## config.mk

```make
export PLATFORM = sky130hd
export DESIGN_NAME = xfer_order_ctrl
export DESIGN_NICKNAME = d
export VERILOG_FILES = /design/src/rtl/xoc_pkg.sv /design/src/rtl/xoc_entry_sel.sv /design/src/rtl/xoc_strobe_dec.sv /design/src/rtl/xfer_order_ctrl.sv
export SDC_FILE = /design/constraint.sdc
export NUM_CORES = 1
export LEC_CHECK = 0
export CAP_MARGIN = 20
export CORE_AREA = 2 2 39 41
export CTS_CLUSTER_SIZE = 12
export DETAILED_ROUTE_END_ITERATION = 8
export DIE_AREA = 0 0 41 43
export PLACE_DENSITY = 0.59
export SYNTH_ARGS = -nofsm -noshare
export SYNTH_HDL_FRONTEND = slang
export SYNTH_SLANG_ARGS = --single-unit
export TNS_END_PERCENT = 10
```

## constraint.sdc

```tcl
create_clock -name clk -period 1.6 [get_ports clk]
set_input_delay 0.32 -clock clk [delete_from_list [all_inputs] [get_ports clk]]
set_output_delay 0.32 -clock clk [all_outputs]
set_load 0.02 [all_outputs]
```

## src/rtl/xoc_pkg.sv

```systemverilog
package xoc_pkg;

  typedef enum logic {
    XFER_WR = 1'b0,
    XFER_RD = 1'b1
  } xfer_dir_e;

  // Flat latch number of (module, latch) pair.
  function automatic int flat_idx(input int mod, input int lat, input int lat_per_mod);
    return mod * lat_per_mod + lat;
  endfunction

  // Next order position with wrap-around.
  function automatic int wrap_next(input int pos, input int depth);
    return (pos >= depth - 1) ? 0 : pos + 1;
  endfunction

endpackage

```

## src/rtl/xoc_entry_sel.sv

```systemverilog
module xoc_entry_sel
  import xoc_pkg::*;
#(
  parameter int NUM_MOD       = 4,
  parameter int LATCH_PER_MOD = 2,
  parameter int ORDER_DEPTH   = 8,
  parameter int MOD_W         = 2,
  parameter int LAT_W         = 1,
  parameter int PTR_W         = 3,
  parameter int IDX_W         = 3,
  localparam int ENTRY_W      = 1 + MOD_W + LAT_W,
  parameter logic [ORDER_DEPTH*ENTRY_W-1:0] ORDER_TABLE = '0
) (
  input  logic [PTR_W-1:0] ptr_i,
  output xfer_dir_e        dir_o,
  output logic [MOD_W-1:0] mod_o,
  output logic [IDX_W-1:0] idx_o
);

  logic [ENTRY_W-1:0] entry;
  logic [LAT_W-1:0]   lat;

  always_comb begin
    entry = ORDER_TABLE[int'(ptr_i)*ENTRY_W +: ENTRY_W];
    dir_o = xfer_dir_e'(entry[ENTRY_W-1]);
    mod_o = entry[LAT_W +: MOD_W];
    lat   = entry[LAT_W-1:0];
    idx_o = IDX_W'(flat_idx(int'(mod_o), int'(lat), LATCH_PER_MOD));
  end

endmodule

```

## src/rtl/xoc_strobe_dec.sv

```systemverilog
module xoc_strobe_dec #(
  parameter int NUM_LATCH = 8,
  parameter int IDX_W     = 3
) (
  input  logic                 fire_i,
  input  logic [IDX_W-1:0]     idx_i,
  output logic [NUM_LATCH-1:0] vec_o
);

  for (genvar g = 0; g < NUM_LATCH; g++) begin : g_bit
    assign vec_o[g] = fire_i && (idx_i == IDX_W'(g));
  end

endmodule

```

## src/rtl/xfer_order_ctrl.sv

```systemverilog
module xfer_order_ctrl
  import xoc_pkg::*;
#(
  parameter int NUM_MOD       = 4,
  parameter int LATCH_PER_MOD = 2,
  parameter int ORDER_DEPTH   = 8,
  localparam int MOD_W        = (NUM_MOD > 1) ? $clog2(NUM_MOD) : 1,
  localparam int LAT_W        = (LATCH_PER_MOD > 1) ? $clog2(LATCH_PER_MOD) : 1,
  localparam int ENTRY_W      = 1 + MOD_W + LAT_W,
  parameter logic [ORDER_DEPTH*ENTRY_W-1:0] ORDER_TABLE = '0
) (
  input  logic                               clk,
  input  logic                               rst,
  input  logic                               bus_req,
  input  logic                               bus_wr,
  input  logic [NUM_MOD-1:0]                 done_i,
  output logic [NUM_MOD*LATCH_PER_MOD-1:0]   ie_o,
  output logic [NUM_MOD*LATCH_PER_MOD-1:0]   oe_o,
  output logic                               stall_o,
  output logic                               seq_err_o
);

  localparam int PTR_W     = (ORDER_DEPTH > 1) ? $clog2(ORDER_DEPTH) : 1;
  localparam int NUM_LATCH = NUM_MOD * LATCH_PER_MOD;
  localparam int IDX_W     = (NUM_LATCH > 1) ? $clog2(NUM_LATCH) : 1;
  localparam logic [PTR_W-1:0] LAST_POS = PTR_W'(ORDER_DEPTH - 1);

  logic [PTR_W-1:0]     ptr_q;
  logic                 waiting_q;
  logic                 err_q;
  logic [NUM_LATCH-1:0] ie_q, oe_q;

  xfer_dir_e            ent_dir;
  logic [MOD_W-1:0]     ent_mod;
  logic [IDX_W-1:0]     ent_idx;

  xoc_entry_sel #(
    .NUM_MOD(NUM_MOD), .LATCH_PER_MOD(LATCH_PER_MOD), .ORDER_DEPTH(ORDER_DEPTH),
    .MOD_W(MOD_W), .LAT_W(LAT_W), .PTR_W(PTR_W), .IDX_W(IDX_W),
    .ORDER_TABLE(ORDER_TABLE)
  ) u_sel (
    .ptr_i(ptr_q), .dir_o(ent_dir), .mod_o(ent_mod), .idx_o(ent_idx)
  );

  // Named internal events, used by the assertions below.
  logic tgt_done, accept, dir_bad, fire_wr, fire_rd_now, go_wait, fire_rd_late, fire_rd, advance;

  always_comb begin
    tgt_done     = done_i[ent_mod];
    accept       = bus_req && !waiting_q;
    dir_bad      = accept && (bus_wr == (ent_dir == XFER_RD));
    fire_wr      = accept && bus_wr && (ent_dir == XFER_WR);
    fire_rd_now  = accept && !bus_wr && (ent_dir == XFER_RD) && tgt_done;
    go_wait      = accept && !bus_wr && (ent_dir == XFER_RD) && !tgt_done;
    fire_rd_late = waiting_q && tgt_done;
    fire_rd      = fire_rd_now || fire_rd_late;
    advance      = fire_wr || fire_rd;
  end

  logic [NUM_LATCH-1:0] ie_dec, oe_dec;

  xoc_strobe_dec #(.NUM_LATCH(NUM_LATCH), .IDX_W(IDX_W)) u_ie_dec (
    .fire_i(fire_wr), .idx_i(ent_idx), .vec_o(ie_dec)
  );

  xoc_strobe_dec #(.NUM_LATCH(NUM_LATCH), .IDX_W(IDX_W)) u_oe_dec (
    .fire_i(fire_rd), .idx_i(ent_idx), .vec_o(oe_dec)
  );

  always_ff @(posedge clk) begin
    if (rst) begin
      ptr_q     <= '0;
      waiting_q <= 1'b0;
      err_q     <= 1'b0;
      ie_q      <= '0;
      oe_q      <= '0;
    end else begin
      ie_q      <= ie_dec;
      oe_q      <= oe_dec;
      waiting_q <= go_wait || (waiting_q && !tgt_done);
      err_q     <= err_q || dir_bad;
      if (advance) ptr_q <= PTR_W'(wrap_next(int'(ptr_q), ORDER_DEPTH));
    end
  end

  assign ie_o      = ie_q;
  assign oe_o      = oe_q;
  assign stall_o   = waiting_q;
  assign seq_err_o = err_q;

  // one strobe at most
  a_r8_one_strobe: assert property (@(posedge clk) disable iff (rst)
    $onehot0({ie_q, oe_q}));

  // input strobe only after an accepted write
  a_r2_ie_after_write: assert property (@(posedge clk) disable iff (rst)
    (|ie_q) |-> $past(fire_wr));

  // output strobe only after a released read
  a_r3_oe_after_read: assert property (@(posedge clk) disable iff (rst)
    (|oe_q) |-> $past(fire_rd));

  // stall holds until completion
  a_r4_stall_holds: assert property (@(posedge clk) disable iff (rst)
    (waiting_q && !tgt_done) |=> stall_o);

  // release drops stall and strobes
  a_r4_release: assert property (@(posedge clk) disable iff (rst)
    (waiting_q && tgt_done) |=> (!stall_o && (|oe_o)));

  // requests during stall ignored
  a_r5_stall_ignores: assert property (@(posedge clk) disable iff (rst)
    (waiting_q && !tgt_done) |=> ($stable(ptr_q) && !(|ie_o) && !(|oe_o)));

  // wrap after last entry
  a_r6_wrap: assert property (@(posedge clk) disable iff (rst)
    (advance && ptr_q == LAST_POS) |=> (ptr_q == '0));

  // mismatch gives no strobe and holds pointer
  a_r7_mismatch: assert property (@(posedge clk) disable iff (rst)
    dir_bad |=> (seq_err_o && $stable(ptr_q) && !(|{ie_q, oe_q})));

  // sticky error
  a_r9_err_sticky: assert property (@(posedge clk) disable iff (rst)
    seq_err_o |=> seq_err_o);

endmodule

```

==> summary.md <==
| Metric | Value |
|---|---|
| Status | complete, no violations |
| Share of layout cells above drive strength 1 | 11.4% |
| Final Slew Violations | 0 |
| Vias in the first global route | 122 |
| Clock Latency Late Sink | about 0.23 ns |
| Port Buffers | 8 |
| Synth warnings | 0 |
| CTS tree | done |
| CP delay by family, top | buffers and inverters |
| DRC | 0 |
| Crit-path max FO | 5 |
| Initial antenna violation count | 0 |
| CTS sink cnt | 4 |
| Cell variety after synth | 9 |
| Die ar. | between 1500 and 2000 µm² |
| Final GP Congestion | around 0.47 |
| Rows | 14 |
| WL/cell | roughly 6.0 µm |
| CP arrival | 1.21 ns |
| Seq. cell area | 80.1 µm² |
| Ant. Diodes | 0 |
| Crit-path slowest cell | clkdlybuf4s50_1 |
| Hold buffer count at cts | 0 |
| Clk root buf | clkbuf_4 |
| First-pass GRT wire length | 379 µm |
| # Max-Cap Violations | 0 |
| Global-route usage over all layers | under 10% |
| Worst r2r src | stall_o$_SDFF_PP0_ |
| Die Wd | between 40 and 50 µm |
| Setup crit end kind | primary output |
| Total negative slack | 0 ns |
| Design area | between 300 and 400 µm² |
| Worst vdd ir | about 150 µV |
| TritonCTS buffer count | 3 |
| Synth Instances | 25 |
| Final Util | 21.8% |
| Final #Nets | 45 |
| Final hold violation count | 0 |
| RSZ-0062 raised after global routing | false |
| Worst setup path startpoint | stall_o$_SDFF_PP0_ |
| CTS Buffer Depth | 2 |
| Initial core utilization | 17.0% |
| Top-level port count | 26 |
| Hold Crit Start | seq_err_o$_SDFF_PP0_ |
| Vias/cell | ~2.9 |
| Final WL | 307 µm |
| Post_cts resized | 0 |
| CP cell instances | clkdlybuf4s50_1 |
| ANT nets after route | 0 |
| Data required time of the worst path | 1.28 ns |
| P per Cell Area | 931 nW/µm² |
| DRT iter0 DRCs | 2 |
| Post-CTS setup buffers | 0 |
| Die H | 43 µm |
| DP Area | 279 µm² |
| Post-Synthesis Cell Area | approximately 240 µm² |
| GRT overflow | 0 |
| Crit start category | flip-flop |
| Worst Skew | 0.000932 ns |
| #FFs+latches synth | 4 |
| CP max stage delay | 0.62 ns |
| Largest net degree at the start of global routing | 6 |
| Syn-to-layout area delta | 28.2% |
| Final min period | 1.53 ns |
| Total chip power | 0.000281 W |
| Core Region | 1380 µm² |
| Layout fillers | 163 |
| F_max | 0.652 GHz |
| Worst Hold Class | flip-flop to flip-flop |
| Vias | 147 |
| Crit share post-route | about 96% |
| Final setup violation count | 0 |
| TritonRoute pass-1 iters | 2 |
| H-tree levels | 1 |
| Syn avg cell area | approximately 9.4 µm² |
| Area occupied by multi-input gates | about 95 µm² |
| Seq/Total Area, Yosys | 34.0% |
| Worst-path clk slew | around 0.040 ns |
| CP Buf/Inv Count | 1 |
| Leakage | 0.141 nW |
| Critical path class | flip-flop to primary output |
-- cell usage in the layout, fill, tap and decap left out --
cell,n
or3b_1,1
dfxtp_1,4
and3b_1,1
and4bb_2,1
a21oi_1,1
clkdlybuf4s50_1,8
nor3b_1,1
conb_1,14
clkbuf_4,3
inv_1,1
-- synthesized netlist by cell type, drive strengths merged --
cell    number  area share, %
and4bb       1            5.3
dfxtp        4             34
buf         14             45
nor3b        1            3.2
and3b        1            3.7
or3b         1            3.7
conb         1            1.6
a21oi        1            2.1
inv          1            1.6
-- state kept, by name (all words and copies together) (netlist names) --
signal,cells
ie_o,1
oe_o,1
seq_err_o,1
stall_o,1
-- worst paths after layout --
check,endpoint,slack (ns),depth (start not counted)
max,stall_o,0.07,1
min,seq_err_o$_SDFF_PP0_,0.44,2
max reg2reg,seq_err_o$_SDFF_PP0_,0.73,2
min reg2reg,seq_err_o$_SDFF_PP0_,0.44,2
-- worst register-to-register path, delay by kind of cell, from the launching register on --
family,cells,cell delay (ns)
AOI/OAI and AO/OA,1,0.13
and+or+nand+nor,1,0.35
DFF,1,0.32
-- kinds of logic (layout without fill, tap and decap cells) --
family | after synthesis | after routing | share of synthesized area [%]
buffers and inverters | 15 | 12 | 46.3
DFF | 4 | 4 | 34.0
and+or+nand+nor | 4 | 4 | 16.0
other | 1 | 14 | 1.59
AOI/OAI and AO/OA | 1 | 1 | 2.13
-- through the flow --
step	hold WS, ns	cells	setup WS (ns)
6_report	0.439	51	0.0664
5_1_grt	0.471	51	0.0175
4_1_cts	0.444	51	0.0592
3_5_place_dp	0.437	48	0.283
3_3_place_gp	0.434	48	0.281
2_1_floorplan	0.389	38	0.683
-- layer usage --
layer  global-route usage, %  share of wire, %  vias up  routed length [µm]
met5                       0                 0        -                   0
met4                    10.0                 0        0                   0
met3                    1.57                16        0                  48
met2                    5.31                58       13                 178
met1                    1.92                26       60                  79
li1                        -                 -       74                   -
-- layout make-up --
type	instances	area share [%]
Timing Repair Buffer	8	26.6
Tap cell	16	6.64
Inverter	1	1.24
Multi-Input combinational cell	19	31.5
Clock buffer	3	7.47
Sequential cell	4	26.6
-- where the power goes --
group | internal (W) | switching (W)
Clock | 0.0000838 | 0.0000400
Combinational | 0.0000157 | 0.0000371
Sequential | 0.000103 | 0.000000915
Total | 0.000203 | 0.0000780
Note: power is estimated with default switching activity, not from simulation.
